`src/rtl/spi_ctl_pkg.sv`:
```
package spi_ctl_pkg;

   typedef enum logic {FRM_SHORT = 1'b0, FRM_LONG = 1'b1} frm_mode_e;

   // order matters: packed into the long fault frame MSB first
   typedef struct packed {
      logic fb_ok;
      logic twarn;
      logic pc;
      logic pg;
   } stat_t;

   localparam int MAX_W = 32;

   // XOR of v[first], v[first+step], ... below index n
   function automatic logic xor_sel(input logic [MAX_W-1:0] v, input int n,
                                    input int step, input int first);
      logic r;
      r = 1'b0;
      for (int i = first; i < n; i += step) r ^= v[i];
      return r;
   endfunction

   // four-bit code {C2, C1, C0, ~C0}; extra terms fold into C1 and C2
   function automatic logic [3:0] par_code(input logic [MAX_W-1:0] v, input int n,
                                           input logic odd_x, input logic even_x);
      logic c0, c1, c2;
      c0 = xor_sel(v, n, 1, 0);
      c1 = odd_x ^ xor_sel(v, n, 2, 1);
      c2 = even_x ^ xor_sel(v, n, 2, 0);
      return {c2, c1, c0, ~c0};
   endfunction

endpackage

```
`src/rtl/spi_edge_sync.sv`:
```
module spi_edge_sync #(
   parameter int N = 3,
   parameter int STAGES = 2,
   parameter logic [N-1:0] RST_VAL = '0
) (
   input  logic         clk,
   input  logic         rst_n,
   input  logic [N-1:0] din_i,
   output logic [N-1:0] lvl_o,
   output logic [N-1:0] rise_o,
   output logic [N-1:0] fall_o
);

   logic [N-1:0] prev_q;

   generate
      for (genvar s = 0; s < STAGES; s++) begin : g_stg
         logic [N-1:0] q;
         if (s == 0) begin : g_first
            always_ff @(posedge clk or negedge rst_n) begin
               if (!rst_n) q <= RST_VAL;
               else        q <= din_i;
            end
         end else begin : g_next
            always_ff @(posedge clk or negedge rst_n) begin
               if (!rst_n) q <= RST_VAL;
               else        q <= g_stg[s-1].q;
            end
         end
      end
   endgenerate

   always_ff @(posedge clk or negedge rst_n) begin
      if (!rst_n) prev_q <= RST_VAL;
      else        prev_q <= g_stg[STAGES-1].q;
   end

   assign lvl_o  = g_stg[STAGES-1].q;
   assign rise_o = lvl_o & ~prev_q;
   assign fall_o = ~lvl_o & prev_q;

endmodule

```
`src/rtl/spi_fault_latch.sv`:
```
module spi_fault_latch #(
   parameter int CH = 8
) (
   input  logic          clk,
   input  logic          rst_n,
   input  logic [CH-1:0] ovt_i,
   input  logic          clear_i,
   output logic [CH-1:0] flags_o
);

   always_ff @(posedge clk or negedge rst_n) begin
      if (!rst_n)       flags_o <= '0;
      else if (clear_i) flags_o <= ovt_i;
      else              flags_o <= flags_o | ovt_i;
   end

   // any flag seen in a cycle without a clear is held afterwards
   p_flag_sticky_r8: assert property (@(posedge clk) disable iff (!rst_n)
      !clear_i |=> ((flags_o & $past(ovt_i)) == $past(ovt_i)));

endmodule

```
`src/rtl/spi_frame_shift.sv`:
```
module spi_frame_shift
   import spi_ctl_pkg::*;
#(
   parameter int CH = 8,
   parameter int GRAN = 8
) (
   input  logic                          clk,
   input  logic                          rst_n,
   input  frm_mode_e                     mode_i,
   input  logic                          sel_act_i,
   input  logic                          sel_fall_i,
   input  logic                          sel_rise_i,
   input  logic                          sclk_rise_i,
   input  logic                          sclk_fall_i,
   input  logic                          sdi_i,
   input  logic [CH+7:0]                 frame_i,
   output logic [CH+7:0]                 shreg_o,
   output logic [$clog2(CH+9)-1:0]       sat_cnt_o,
   output logic [$clog2(GRAN)-1:0]       mod_cnt_o,
   output logic                          sdo_o,
   output logic                          oe_o
);

   localparam int LONG = CH + 8;
   localparam int CWS  = $clog2(LONG + 1);
   localparam int CWM  = $clog2(GRAN);

   logic top_bit, load_top;

   always_comb begin
      top_bit  = (mode_i == FRM_LONG) ? shreg_o[LONG-1] : shreg_o[CH-1];
      load_top = (mode_i == FRM_LONG) ? frame_i[LONG-1] : frame_i[CH-1];
   end

   always_ff @(posedge clk or negedge rst_n) begin
      if (!rst_n) begin
         shreg_o   <= '0;
         sat_cnt_o <= '0;
         mod_cnt_o <= '0;
         sdo_o     <= 1'b0;
         oe_o      <= 1'b0;
      end else begin
         if (sel_fall_i) begin
            shreg_o   <= frame_i;
            sdo_o     <= load_top;
            oe_o      <= 1'b1;
            sat_cnt_o <= '0;
            mod_cnt_o <= '0;
         end else if (sel_act_i) begin
            if (sclk_rise_i) begin
               shreg_o   <= {shreg_o[LONG-2:0], sdi_i};
               mod_cnt_o <= mod_cnt_o + CWM'(1);
               if (sat_cnt_o != CWS'(LONG)) sat_cnt_o <= sat_cnt_o + CWS'(1);
            end
            if (sclk_fall_i) sdo_o <= top_bit;
         end
         if (sel_rise_i) oe_o <= 1'b0;
      end
   end

   // serial output moves only after a falling clock or select edge
   p_sdo_hold_r1: assert property (@(posedge clk) disable iff (!rst_n)
      (!sclk_fall_i && !sel_fall_i) |=> $stable(sdo_o));

endmodule

```
`src/rtl/spi_cmd_eval.sv`:
```
module spi_cmd_eval
   import spi_ctl_pkg::*;
#(
   parameter int CH = 8,
   parameter int GRAN = 8
) (
   input  logic                      clk,
   input  logic                      rst_n,
   input  frm_mode_e                 mode_i,
   input  logic                      sel_rise_i,
   input  logic [CH+7:0]             shreg_i,
   input  logic [$clog2(CH+9)-1:0]   sat_cnt_i,
   input  logic [$clog2(GRAN)-1:0]   mod_cnt_i,
   output logic [CH-1:0]             chan_on_o,
   output logic                      frame_err_o
);

   localparam int LONG = CH + 8;
   localparam int CWS  = $clog2(LONG + 1);

   logic [CH-1:0] cmd_short, cmd_long, cmd;
   logic          len_ok, code_ok, accept;
   logic          unused_dc;

   assign unused_dc = ^shreg_i[LONG-CH-1:4];

   always_comb begin
      cmd_short = shreg_i[CH-1:0];
      cmd_long  = shreg_i[LONG-1 -: CH];
      len_ok    = (mod_cnt_i == '0) &&
                  (sat_cnt_i >= ((mode_i == FRM_LONG) ? CWS'(LONG) : CWS'(CH)));
      code_ok   = (shreg_i[3:0] == par_code(MAX_W'(cmd_long), CH, 1'b0, 1'b0));
      accept    = len_ok && ((mode_i == FRM_SHORT) || code_ok);
      cmd       = (mode_i == FRM_LONG) ? cmd_long : cmd_short;
   end

   always_ff @(posedge clk or negedge rst_n) begin
      if (!rst_n) begin
         chan_on_o   <= '0;
         frame_err_o <= 1'b0;
      end else if (sel_rise_i) begin
         if (accept) chan_on_o <= cmd;
         frame_err_o <= !accept;
      end
   end

   // a rejected frame leaves the channel register alone
   p_hold_on_reject_r5: assert property (@(posedge clk) disable iff (!rst_n)
      (sel_rise_i && !accept) |=> $stable(chan_on_o));

   // an accepted frame loads the command it carried
   p_load_on_accept_r2: assert property (@(posedge clk) disable iff (!rst_n)
      (sel_rise_i && accept) |=> (chan_on_o == $past(cmd)));

   // a misaligned edge count always raises the error flag
   p_misaligned_r6: assert property (@(posedge clk) disable iff (!rst_n)
      (sel_rise_i && (mod_cnt_i != '0)) |=> frame_err_o);

endmodule

```
`src/rtl/spi_chan_ctl_slave.sv`:
```
module spi_chan_ctl_slave
   import spi_ctl_pkg::*;
#(
   parameter int CH = 8,
   parameter int SYNC_STAGES = 2,
   parameter int GRAN = 8
) (
   input  logic          clk,
   input  logic          rst_n,
   input  logic          sclk_i,
   input  logic          ss_n_i,
   input  logic          sdi_i,
   output logic          sdo_o,
   output logic          sdo_oe_o,
   input  logic          wide_i,
   input  logic [CH-1:0] ovt_i,
   input  logic          fb_ok_i,
   input  logic          twarn_i,
   input  logic          pgood_i,
   output logic [CH-1:0] chan_on_o,
   output logic          frame_err_o
);

   localparam int LONG = CH + 8;
   localparam int CWS  = $clog2(LONG + 1);
   localparam int CWM  = $clog2(GRAN);

   initial begin
      assert (CH >= 2 && (CH % 2) == 0 && LONG <= MAX_W)
         else $error("CH must be even, at least 2, and fit the parity helper");
      assert (SYNC_STAGES >= 2) else $error("SYNC_STAGES must be at least 2");
      assert (GRAN >= 2 && (GRAN & (GRAN - 1)) == 0 && (CH % GRAN) == 0)
         else $error("GRAN must be a power of two dividing CH");
   end

   frm_mode_e            mode;
   logic [2:0]           s_lvl, s_rise, s_fall;
   logic                 ss_idle, sel_fall, sel_rise, sclk_rise, sclk_fall, sdi_s;
   logic                 unused_edges;
   logic [CH-1:0]        flags;
   stat_t                st;
   logic [LONG-1:0]      frame_long, frame_short, frame_src, shreg;
   logic [CWS-1:0]       sat_cnt;
   logic [CWM-1:0]       mod_cnt;
   logic                 sdo_q, oe_q;

   assign mode = frm_mode_e'(wide_i);

   spi_edge_sync #(.N(3), .STAGES(SYNC_STAGES), .RST_VAL(3'b100)) u_sync (
      .clk    (clk),
      .rst_n  (rst_n),
      .din_i  ({ss_n_i, sclk_i, sdi_i}),
      .lvl_o  (s_lvl),
      .rise_o (s_rise),
      .fall_o (s_fall)
   );

   assign ss_idle      = s_lvl[2];
   assign sel_fall     = s_fall[2];
   assign sel_rise     = s_rise[2];
   assign sclk_rise    = s_rise[1];
   assign sclk_fall    = s_fall[1];
   assign sdi_s        = s_lvl[0];
   assign unused_edges = s_lvl[1] ^ s_rise[0] ^ s_fall[0];

   spi_fault_latch #(.CH(CH)) u_flags (
      .clk     (clk),
      .rst_n   (rst_n),
      .ovt_i   (ovt_i),
      .clear_i (sel_rise),
      .flags_o (flags)
   );

   always_comb begin
      st.fb_ok    = fb_ok_i;
      st.twarn    = twarn_i;
      st.pc       = frame_err_o;
      st.pg       = pgood_i;
      frame_long  = {flags, st, par_code(MAX_W'(flags), CH, st.pc ^ st.fb_ok, st.pg ^ st.twarn)};
      frame_short = LONG'(flags);
      frame_src   = (mode == FRM_LONG) ? frame_long : frame_short;
   end

   spi_frame_shift #(.CH(CH), .GRAN(GRAN)) u_shift (
      .clk         (clk),
      .rst_n       (rst_n),
      .mode_i      (mode),
      .sel_act_i   (!ss_idle),
      .sel_fall_i  (sel_fall),
      .sel_rise_i  (sel_rise),
      .sclk_rise_i (sclk_rise),
      .sclk_fall_i (sclk_fall),
      .sdi_i       (sdi_s),
      .frame_i     (frame_src),
      .shreg_o     (shreg),
      .sat_cnt_o   (sat_cnt),
      .mod_cnt_o   (mod_cnt),
      .sdo_o       (sdo_q),
      .oe_o        (oe_q)
   );

   spi_cmd_eval #(.CH(CH), .GRAN(GRAN)) u_eval (
      .clk         (clk),
      .rst_n       (rst_n),
      .mode_i      (mode),
      .sel_rise_i  (sel_rise),
      .shreg_i     (shreg),
      .sat_cnt_i   (sat_cnt),
      .mod_cnt_i   (mod_cnt),
      .chan_on_o   (chan_on_o),
      .frame_err_o (frame_err_o)
   );

   assign sdo_oe_o = oe_q;
   assign sdo_o    = sdo_q & oe_q;

   // output driver is released whenever select is idle
   p_oe_idle_r1: assert property (@(posedge clk) disable iff (!rst_n)
      ss_idle |=> !sdo_oe_o);

   // clock activity with select idle never touches the channels
   p_idle_sclk_r10: assert property (@(posedge clk) disable iff (!rst_n)
      (ss_idle && !sel_rise) |=> $stable(chan_on_o));

endmodule

```
`config.mk`:
```
export PLATFORM = sky130hd
export DESIGN_NAME = spi_chan_ctl_slave
export DESIGN_NICKNAME = d
export VERILOG_FILES = /design/src/rtl/spi_ctl_pkg.sv /design/src/rtl/spi_edge_sync.sv /design/src/rtl/spi_fault_latch.sv /design/src/rtl/spi_frame_shift.sv /design/src/rtl/spi_cmd_eval.sv /design/src/rtl/spi_chan_ctl_slave.sv
export SDC_FILE = /design/constraint.sdc
export NUM_CORES = 1
export LEC_CHECK = 0
export BUFFER_PORTS_ARGS = -buffer_cell sky130_fd_sc_hd__buf_2
export CORE_MARGIN = 5
export CORE_UTILIZATION = 50
export DETAILED_ROUTE_END_ITERATION = 8
export GPL_TIMING_DRIVEN = 0
export PLACE_DENSITY_LB_ADDON = 0.2
export SYNTH_ARGS = -nofsm -noshare
export SYNTH_HDL_FRONTEND = slang
export SYNTH_SLANG_ARGS = --single-unit
```
`constraint.sdc`:
```
create_clock -name clk -period 5.8 [get_ports clk]
set_input_delay 0.58 -clock clk [delete_from_list [all_inputs] [get_ports clk]]
set_output_delay 0.58 -clock clk [all_outputs]
set_load 0.05 [all_outputs]
```
# [Yosys cells after proc, flatten, opt, wreduce, memory -nomap -nowiden]
# Cells that the tools add are included.
[word_totals] reg_bits=52 inputBits=17 word_cells=90 out_inout_bits=11
[classes] n_reduce_logical=13 bitwise_logic=39 eq_ne=3 n_addsub=2 n_lt_le_gt_ge=1 n_mux=21
[ops] cell="16-bit two-way mux" count=4
[ops] cell="1-bit XOR" count=30
[ops] cell="5-bit two-way mux" count=5
[ops] cell="8-bit two-way mux" count=2
[ops] cell="3-bit two-way mux" count=3
[ops] cell="8-bit bitwise OR" count=1
[ops] cell="2-bit nonzero test" count=4
[ops] cell="1-bit two-way mux" count=7
[ops] cell="3-bit AND" count=2
[ops] cell="3-bit inverter" count=2
[ops] cell="2-bit AND reduction" count=3
[ops] cell="5-bit by 1-bit adder with 5-bit output (second input constant)" count=1
[ops] cell="5-bit >= comparator" count=1
[ops] cell="5-bit != test (second input constant)" count=1
[ops] cell="4-bit equality test" count=1
[ops] cell="3-bit by 1-bit adder with 3-bit output (second input constant)" count=1
[ops] cell="3-bit logical NOT" count=1
[ops] cell="1-bit inverter" count=3
[ops] cell="3-bit AND reduction" count=1
[ops] cell="1-bit logical AND" count=2
[ops] cell="2-bit != test (second input constant)" count=1
[ops] cell="1-bit AND" count=1
[ops] cell="1-bit logical NOT" count=1
[ops] cell="1-bit logical OR" count=1

# [Logic depth before layout (Yosys ltp)]
# Gate-level depths: netlist of run 1.
[logic_depth] ltp_word=12 ltp_mapped=10 ltp_nobuf=8

# [Modules after synthesis]
# Synthesis of run 1 repeated with hierarchy kept, for this count alone.
[unflattened] hier_cells=274 area_unflattened_um2=2841.5
[by_module_without_submodules] module="spi_frame_shift" instances=1 seq_area_each_um2=650.6 cells_per_inst=121 area_each_um2=1248.7
[by_module_without_submodules] module="spi_cmd_eval" instances=1 seq_area_each_um2=225.2 cells_per_inst=87 area_each_um2=797.0
[by_module_without_submodules] module="spi_edge_sync" instances=1 seq_area_each_um2=229.0 cells_per_inst=15 area_each_um2=281.5
[by_module_without_submodules] module="spi_fault_latch" instances=1 seq_area_each_um2=200.2 cells_per_inst=17 area_each_um2=264.0
[by_module_without_submodules] module="spi_chan_ctl_slave" instances=1 seq_area_each_um2=0.0 cells_per_inst=34 area_each_um2=250.2

# [Least setup slack after synthesis of run 1]
# No wires, ideal clock.
[synth_timing] path_type="input-to-reg" start="input port wide_i" end="register u_eval.chan_on_o[7]" required_ps=5675 setup_time_ps=125 arrival_ps=2322 path_slack_ps=3354 stages=8 n_path_buf=1 path_cell_list="clkbuf_1 > inv_1 > ha_1 > nand3b_1 > a21boi_0 > o2111ai_1 > a21o_2 > mux2_2"
[synth_between] elab_chain_len=5 elab_cells_between_ends=8 classes_between="order compare: 1; mux: 2; bitwise: 1; reduce/logical: 4"
[synth_lines] element="start, declared" line="spi_chan_ctl_slave.sv:15" source="input logic wide_i,"
[synth_lines] element="5-bit two-way mux" line="spi_cmd_eval.sv:31" source="(sat_cnt_i >= ((mode_i == FRM_LONG) ? CWS'(LONG) : CWS'(CH)));"
[synth_lines] element="5-bit >= comparator" line="spi_cmd_eval.sv:31"
[synth_lines] element="1-bit logical AND" line="spi_cmd_eval.sv:30" source="len_ok = (mod_cnt_i == '0) &&"
[synth_lines] element="1-bit logical AND" line="spi_cmd_eval.sv:33" source="accept = len_ok && ((mode_i == FRM_SHORT) || code_ok);"
[synth_lines] element="2-bit AND reduction (no source line)"
[synth_lines] element="end signal, assigned" line="spi_cmd_eval.sv:42" source="if (accept) chan_on_o <= cmd;"
[synth_lines] element="end, declared" line="spi_cmd_eval.sv:14" source="output logic [CH-1:0] chan_on_o,"
# Parallel ways exist; a longest one is shown, timed or not.
# A chain may end at the register's enable or synchronous reset.

# [Worst setup path in the final report of run 1]
# Ends and elaborated chain as after synthesis.

==> flow_summary_export.csv, run 1 <==
group,metric,value,unit
sta,final.setup.tns,0,ns
logic_synthesis,synthMuxAreaShare,0.1033,
routing,drc,0,
sta,timing.fmax,0.3766,GHz
floorplanning,fp-row-count,26,
power_and_ir_drop,p_leak,1.304,nW
power_and_ir_drop,p_per_area,320.2,nW/um^2
clocking,h-tree-depth,2,
cells_and_area,instances_no_fill,351,
floorplanning,dieWidth,82.67,microns
clocking,post-cts-setup-buffer-count,0,
logic_synthesis,synth_top_family_by_area,"compound AO/OA/AOI/OAI gates",
logic_synthesis,yosys_most_used_dff,"dfrtp_1",
power_and_ir_drop,internal_power,0.6277,mW
logic_synthesis,synthCells,247,
floorplanning,fp.dieH,82.67,microns
logic_synthesis,ys_top_cells_by_area,"dfrtp_1 45%, mux2i_1 9.5%, xnor2_1 6.3%",
critical_path,crit_chain,"clkbuf_1 > inv_1 > ha_1 > nand3b_1 > a21boi_0 > o2111ai_1 > a21o_2 > mux2_2",
floorplanning,core_area,5107,sq um
sta,worst_pin_slew,1.138,ns
cells_and_area,multiInputGateArea,1276,sq um
global_routing,antenna_found_initial,0,
global_routing,grt_pass1_vias,1892,
logic_synthesis,synth_commonest_cells,"48 x dfrtp_1, 25 x mux2i_1, 19 x xnor2_1",
logic_synthesis,synth_nets,272,
min_path,whs_path_depth,0,
logic_synthesis,netlist_area,2640,sq um
clocking,clock-root-buffer,"clkbuf_8",
logic_synthesis,synthXorXnorAreaFrac,0.07299,
critical_path,end_kind,"flip-flop",
critical_path,cp_slowest_cell,"o2111ai_1",
routing,vias_per_cell,5.399,
cells_and_area,areaGrowthSynthToFinish,12.04,%
routing,drt-total-wl,5513,microns
logic_synthesis,async_flop_share,1.000,
logic_synthesis,synth_top_area_frac,0.4550,
sta,finClkSkew,0.004668,ns
place,place_inst,343,
clocking,ctsLongestPathBuffers,2,
critical_path,cp.depth,8,
clocking,cts_tree,"built",
critical_path,worstPathArrival,2.85,ns
cells_and_area,seq_area,1280,sq um
place,port_buffers,26,
clocking,cts_hold_buf,0,
logic_synthesis,synthAdderAreaFrac,0.03791,
sta,slew_headroom,0.2412,
logic_synthesis,postSynthAreaPerCell,10.69,sq um
critical_path,start_kind,"input pin",
critical_path,worstPathRequired,6.00,ns
sta,hold_slack,0.3583,ns
clocking,path_clk_slew,0.09,ns
global_routing,grt_max_degree,52,
power_and_ir_drop,switchingPower,0.3193,mW
global_routing,track_usage,0.1850,
clocking,cts_buffers,5,
sta,finalSetupViolations,0,
logic_synthesis,ys_ff_latch,51,
power_and_ir_drop,swShare,0.3372,
outcome,status,"complete, no violations",
sta,period_needed,2.655,ns
logic_synthesis,yosysUniqueCellTypes,39,
power_and_ir_drop,pwr-share-clk,0.234,
place,gp_congestion,0.7996,
logic_synthesis,yosysSeqAreaShare,0.4848,
logic_synthesis,netlist.top_cell.by_area,"dfrtp_1",
cells_and_area,fin_nets,305,
cells_and_area,nFillCells,476,
sta,rsz0062_at_grt,"no",
critical_path,crit_path_max_incr_delay,0.67,ns
floorplanning,io_pins,28,
critical_path,crit_type,"in -> reg",
clocking,ctsResizeCount,0,
clocking,cts.sinks,51,
global_routing,grt_overflow,0,
logic_synthesis,yosys.area_share.simple,0.1308,
place,hpwl,4014,microns
floorplanning,die_area,6834,sq um
power_and_ir_drop,ir_worst_vdd,0.1448,mV
critical_path,reg2reg_depth,6,
power_and_ir_drop,pwr-share-comb,0.282,
routing,firstDrtPassIters,4,
cells_and_area,drive_above_1_share,0.1530,
routing,via_count,1895,
logic_synthesis,synth-edff-count,0,
critical_path,crit_buf_inv,2,
logic_synthesis,synth_compound_area_frac,0.1384,
floorplanning,start_util,0.5169,
sta,finalHoldViolCount,0,
routing,drtIter0Drc,145,
critical_path,path_delay_family,"compound AO/OA/AOI/OAI gates",
min_path,min_path_type,"reg -> reg",
logic_synthesis,yosysMostFrequentCell,"dfrtp_1",
critical_path,critPathMaxFanout,10,
sta,final_max_slew_viol_count,0,
logic_synthesis,yosys_warnings,0,
run,cap_violations,0,
cells_and_area,antenna_cells,0,
routing,ant_nets,0,
power_and_ir_drop,seq_power_share,0.484,
clocking,clock_latency,0.30,ns
sta,min_period_over_period,0.4578,
routing,wl_per_cell,15.71,microns
global_routing,grt_first_pass_wirelength,9349,microns
-- through the flow --
| step | power, mW | setup slack [ns] | utilization | cell area [sq um] |
|---|---|---|---|---|
| after floorplan | 0.6630 | 3.354 | - | 2640 |
| after global placement | 0.7275 | 2.876 | 0.5595 | 2858 |
| after detailed placement | 0.7349 | 2.845 | 0.5595 | 2858 |
| after CTS | 0.9586 | 3.147 | 0.5791 | 2958 |
| after global routing | 1.007 | 2.911 | 0.5791 | 2958 |
| final | 0.9470 | 3.145 | 0.5791 | 2958 |
-- worst paths after layout --
kind / from / end / slack, ns
setup / recovery: wide_i / u_eval.chan_on_o[7] / 3.14
hold reg to reg: u_sync.g_stg[0].q[0] / u_sync.lvl_o[0] / 0.36
hold / removal: u_sync.g_stg[0].q[0] / u_sync.lvl_o[0] / 0.36
setup reg to reg: u_shift.shreg_o[9] / u_eval.chan_on_o[7] / 3.52
max in group asynchronous: rst_n / u_shift.shreg_o[13] / 4.62
min in group asynchronous: rst_n / u_shift.sat_cnt_o[1] / 0.50
-- cells by family after synthesis --
logic type | Yosys count
buffers and inverters | 22
adder cells (fa/ha/maj) | 8
XOR/XNOR | 22
AO/OA/AOI/OAI | 51
multiplexers | 27
AND/OR/NAND/NOR | 66
flip-flops | 51
-- routing by layer --
layer / GRT usage / share of wire / vias to the layer above
met1: 0.2529 / 0.48 / 930
met4: 0.05392 / 0.013 / 0
met5: 0 / 0 / -
met2: 0.2941 / 0.48 / 25
li1: - / - / 934
met3: 0.04230 / 0.036 / 6
-- power groups by stage --
stage	sequential (mW)	clock, mW	combinational [mW]
finish	0.459	0.222	0.267
global route	0.466	0.247	0.294
CTS	0.458	0.229	0.271
detailed placement	0.465	0	0.270
global placement	0.464	0	0.263
floorplan	0.488	0	0.175
-- layout by cell type (no fill, tap or decap), types with 5 or more instances in the layout --
master,n
dfrtp_1,48
buf_2,27
mux2i_1,25
xnor2_1,19
nand2_1,17
nand3_1,15
o21ai_0,14
inv_1,10
clkbuf_1,10
a21o_1,9
nor2_1,9
ha_1,8
and3_1,7
a211o_1,7
clkbuf_8,7
a21oi_1,6
nor2b_1,6
a211oi_1,5
-- cell type report --
cell class,instances,share of cell area
sequential,51,0.4327
multi-input combinational,174,0.4315
timing repair buffer,26,0.04399
clock buffer,8,0.03384
tap,70,0.02961
buffer,12,0.01565
inverter,10,0.01269
-- registers in the layout, summed over array words and instances, names as in the netlist --
name / cells
u_shift.shreg_o: 16
u_eval.chan_on_o: 8
u_flags.flags_o: 8
u_shift.sat_cnt_o: 5
u_shift.mod_cnt_o: 3
u_sync.g_stg.q: 3
u_sync.lvl_o: 3
u_sync.prev_q: 2
u_eval.frame_err_o: 1
u_shift.oe_o: 1
u_shift.sdo_o: 1
Power figures use the tool's default switching activity.
==> run 2: changes to the inputs <==
Settings changed: ABC_AREA set to 1.
Clock period 5.8 ns to 2.6 ns, I/O delays scaled along.
==> flow_summary_export.csv, run 2 <==
group,metric,value,unit
logic_synthesis,yosys_most_used_dff,"dfrtp_1",
global_routing,use_met3,0.03729,
sta,finClkSkew,0.01465,ns
critical_path,worstPathArrival,2.15,ns
logic_synthesis,netlist_area,2753,sq um
sta,slew_headroom,0.2457,
global_routing,grt_overflow,0,
clocking,ctsLongestPathBuffers,2,
power_and_ir_drop,p_per_area,796.0,nW/um^2
logic_synthesis,async_flop_share,1.000,
routing,wl_per_cell,13.42,microns
clocking,ctsResizeCount,0,
sta,rsz0062_at_grt,"no",
power_and_ir_drop,pwr-share-comb,0.377,
logic_synthesis,postSynthAreaPerCell,8.120,sq um
clocking,post-cts-setup-buffer-count,0,
cells_and_area,areaGrowthSynthToFinish,11.68,%
routing,ant_nets,0,
global_routing,busiest_layer,"met2",
critical_path,r2r_slack,0.65,ns
routing,firstDrtPassIters,4,
cells_and_area,final_cell_mix,"85 x nand2_1, 48 x dfrtp_1, 42 x inv_1",
power_and_ir_drop,pwr-share-clk,0.196,
routing,drt-total-wl,5987,microns
power_and_ir_drop,ir_worst_vdd,0.4757,mV
sta,hold_slack,0.02954,ns
clocking,cts_hold_buf,0,
power_and_ir_drop,internal_power,1.412,mW
sta,min_period_over_period,0.7490,
critical_path,crit_start,"u_sync.prev_q[2]",
critical_path,crit_type,"reg -> reg",
min_path,hp-start,"ss_n_i",
logic_synthesis,synth_commonest_cells,"85 x nand2_1, 48 x dfrtp_1, 42 x inv_1",
clocking,path_clk_slew,0.10,ns
critical_path,end_kind,"flip-flop",
floorplanning,fp.dieH,84.20,microns
logic_synthesis,netlist.top_cell.by_area,"dfrtp_1",
sta,finalHoldViolCount,0,
power_and_ir_drop,p_leak,1.564,nW
global_routing,track_usage,0.1851,
sta,worst_pin_slew,1.131,ns
global_routing,grt_util_met2,0.2927,
clocking,clock_latency,0.31,ns
global_routing,grt_first_pass_wirelength,10520,microns
clocking,cts.sinks,51,
critical_path,worstPathRequired,2.80,ns
cells_and_area,top_register,"u_shift.shreg_o",
cells_and_area,fin_nets,398,
logic_synthesis,yosysSeqAreaShare,0.4650,
floorplanning,core_area,5439,sq um
place,port_buffers,27,
sta,finalSetupViolations,0,
logic_synthesis,synth_top_area_frac,0.4364,
logic_synthesis,synth_nets,364,
power_and_ir_drop,switchingPower,1.035,mW
global_routing,antenna_found_initial,0,
cells_and_area,top_regs,"u_shift.shreg_o x16, u_eval.chan_on_o x8, u_flags.flags_o x8",
logic_synthesis,ys_top_cells_by_area,"dfrtp_1 44%, nand2_1 12%, o21ai_0 6.5%",
cells_and_area,largest_reg_flops,16,
critical_path,reg2reg_depth,8,
routing,via_count,2300,
global_routing,use_met1,0.2553,
floorplanning,dieWidth,84.20,microns
clocking,cts_tree,"built",
floorplanning,start_util,0.5061,
routing,drtIter0Drc,151,
min_path,whs_path_depth,1,
global_routing,grt_pass1_vias,2237,
outcome,status,"complete, no violations",
logic_synthesis,yosys_warnings,0,
clocking,h-tree-depth,2,
clocking,clock-root-buffer,"clkbuf_8",
logic_synthesis,synth-edff-count,0,
sta,timing.fmax,0.5135,GHz
logic_synthesis,ys_ff_latch,51,
sta,period_needed,1.947,ns
critical_path,start_kind,"flip-flop",
logic_synthesis,yosysMostFrequentCell,"nand2_1",
floorplanning,io_pins,28,
cells_and_area,drive_above_1_share,0.1364,
logic_synthesis,synthCells,339,
global_routing,grt_max_degree,52,
cells_and_area,antenna_cells,0,
critical_path,r2r-start,"u_sync.prev_q[2]",
place,gp_congestion,0.8223,
floorplanning,fp-row-count,27,
cells_and_area,layout_commonest_cell,"nand2_1",
floorplanning,die_area,7089,sq um
critical_path,critPathMaxFanout,9,
logic_synthesis,yosysUniqueCellTypes,35,
run,cap_violations,0,
power_and_ir_drop,seq_power_share,0.427,
routing,vias_per_cell,5.157,
sta,final_max_slew_viol_count,0,
power_and_ir_drop,swShare,0.4228,
clocking,cts_buffers,5,
sta,final.setup.tns,0,ns
routing,drc,0,
min_path,min_path_type,"in -> reg",
place,hpwl,4504,microns
[run 2: power groups by stage]
stage	Sequential [mW]	Clock (mW)	Combinational (mW)
floorplan	1.28	0	0.483
global placement	1.05	0	0.910
detailed placement	1.06	0	0.927
CTS	1.05	0.495	0.930
global route	1.07	0.525	1.03
finish	1.04	0.480	0.922
[run 2: path summary, 6_finish.rpt]
check | endpoint
worst min register to register | u_sync.lvl_o[0]
worst min-delay path | u_sync.g_stg[0].q[2]
min in group asynchronous | u_shift.sat_cnt_o[1]
worst max-delay path | u_shift.sat_cnt_o[4]
worst max register to register | u_shift.sat_cnt_o[4]
max in group asynchronous | u_eval.chan_on_o[0]
[run 2: logic make-up after synthesis]
group           Yosys count  share of synthesized area
compound gates           73                     0.1532
flops                    51                     0.4650
xor+xnor                 12                    0.03818
fa+ha+maj                 8                    0.03637
simple gates            141                     0.2282
buf+inv                  54                    0.07908
[run 2: per-stage QoR]
step           utilization  std cells  instance area [sq um]  power [mW]  setup WS, ns
6_report            0.5652        446                   3074       2.447        0.6525
5_1_grt             0.5652        446                   3074       2.621        0.4744
4_1_cts             0.5652        446                   3074       2.470        0.6925
3_5_place_dp        0.5475        438                   2978       1.988        0.5100
3_3_place_gp        0.5475        438                   2978       1.964        0.5328
2_1_floorplan            -        339                   2753       1.760        0.9259
[run 2: worst max-delay path, stage by stage (launching register included)]
cell and delay, ns:
dfstp_2 0.54, ha_1 0.15, clkinv_1 0.27, nand2_4 0.22
nand2_1 0.13, nor3_1 0.21, nand2_1 0.11, o21ai_1 0.14
a21oi_1 0.06
[run 2: metal layers]
metal / share of wire / vias up
li1: - / 1180
met1: 0.47 / 1049
met2: 0.46 / 63
met3: 0.059 / 8
met4: 0.017 / 0
met5: 0 / -
[run 2: area by class of cell]
| type | count | area [sq um] |
|---|---|---|
| Fill cell | 506 | 2365 |
| Sequential cell | 51 | 1280 |
| Multi-Input combinational cell | 234 | 1255 |
| Inverter | 44 | 165.2 |
| Timing Repair Buffer | 27 | 135.1 |
| Tap cell | 72 | 90.09 |
| Clock buffer | 5 | 68.82 |
| Buffer | 10 | 52.55 |
| Clock inverter | 3 | 27.53 |
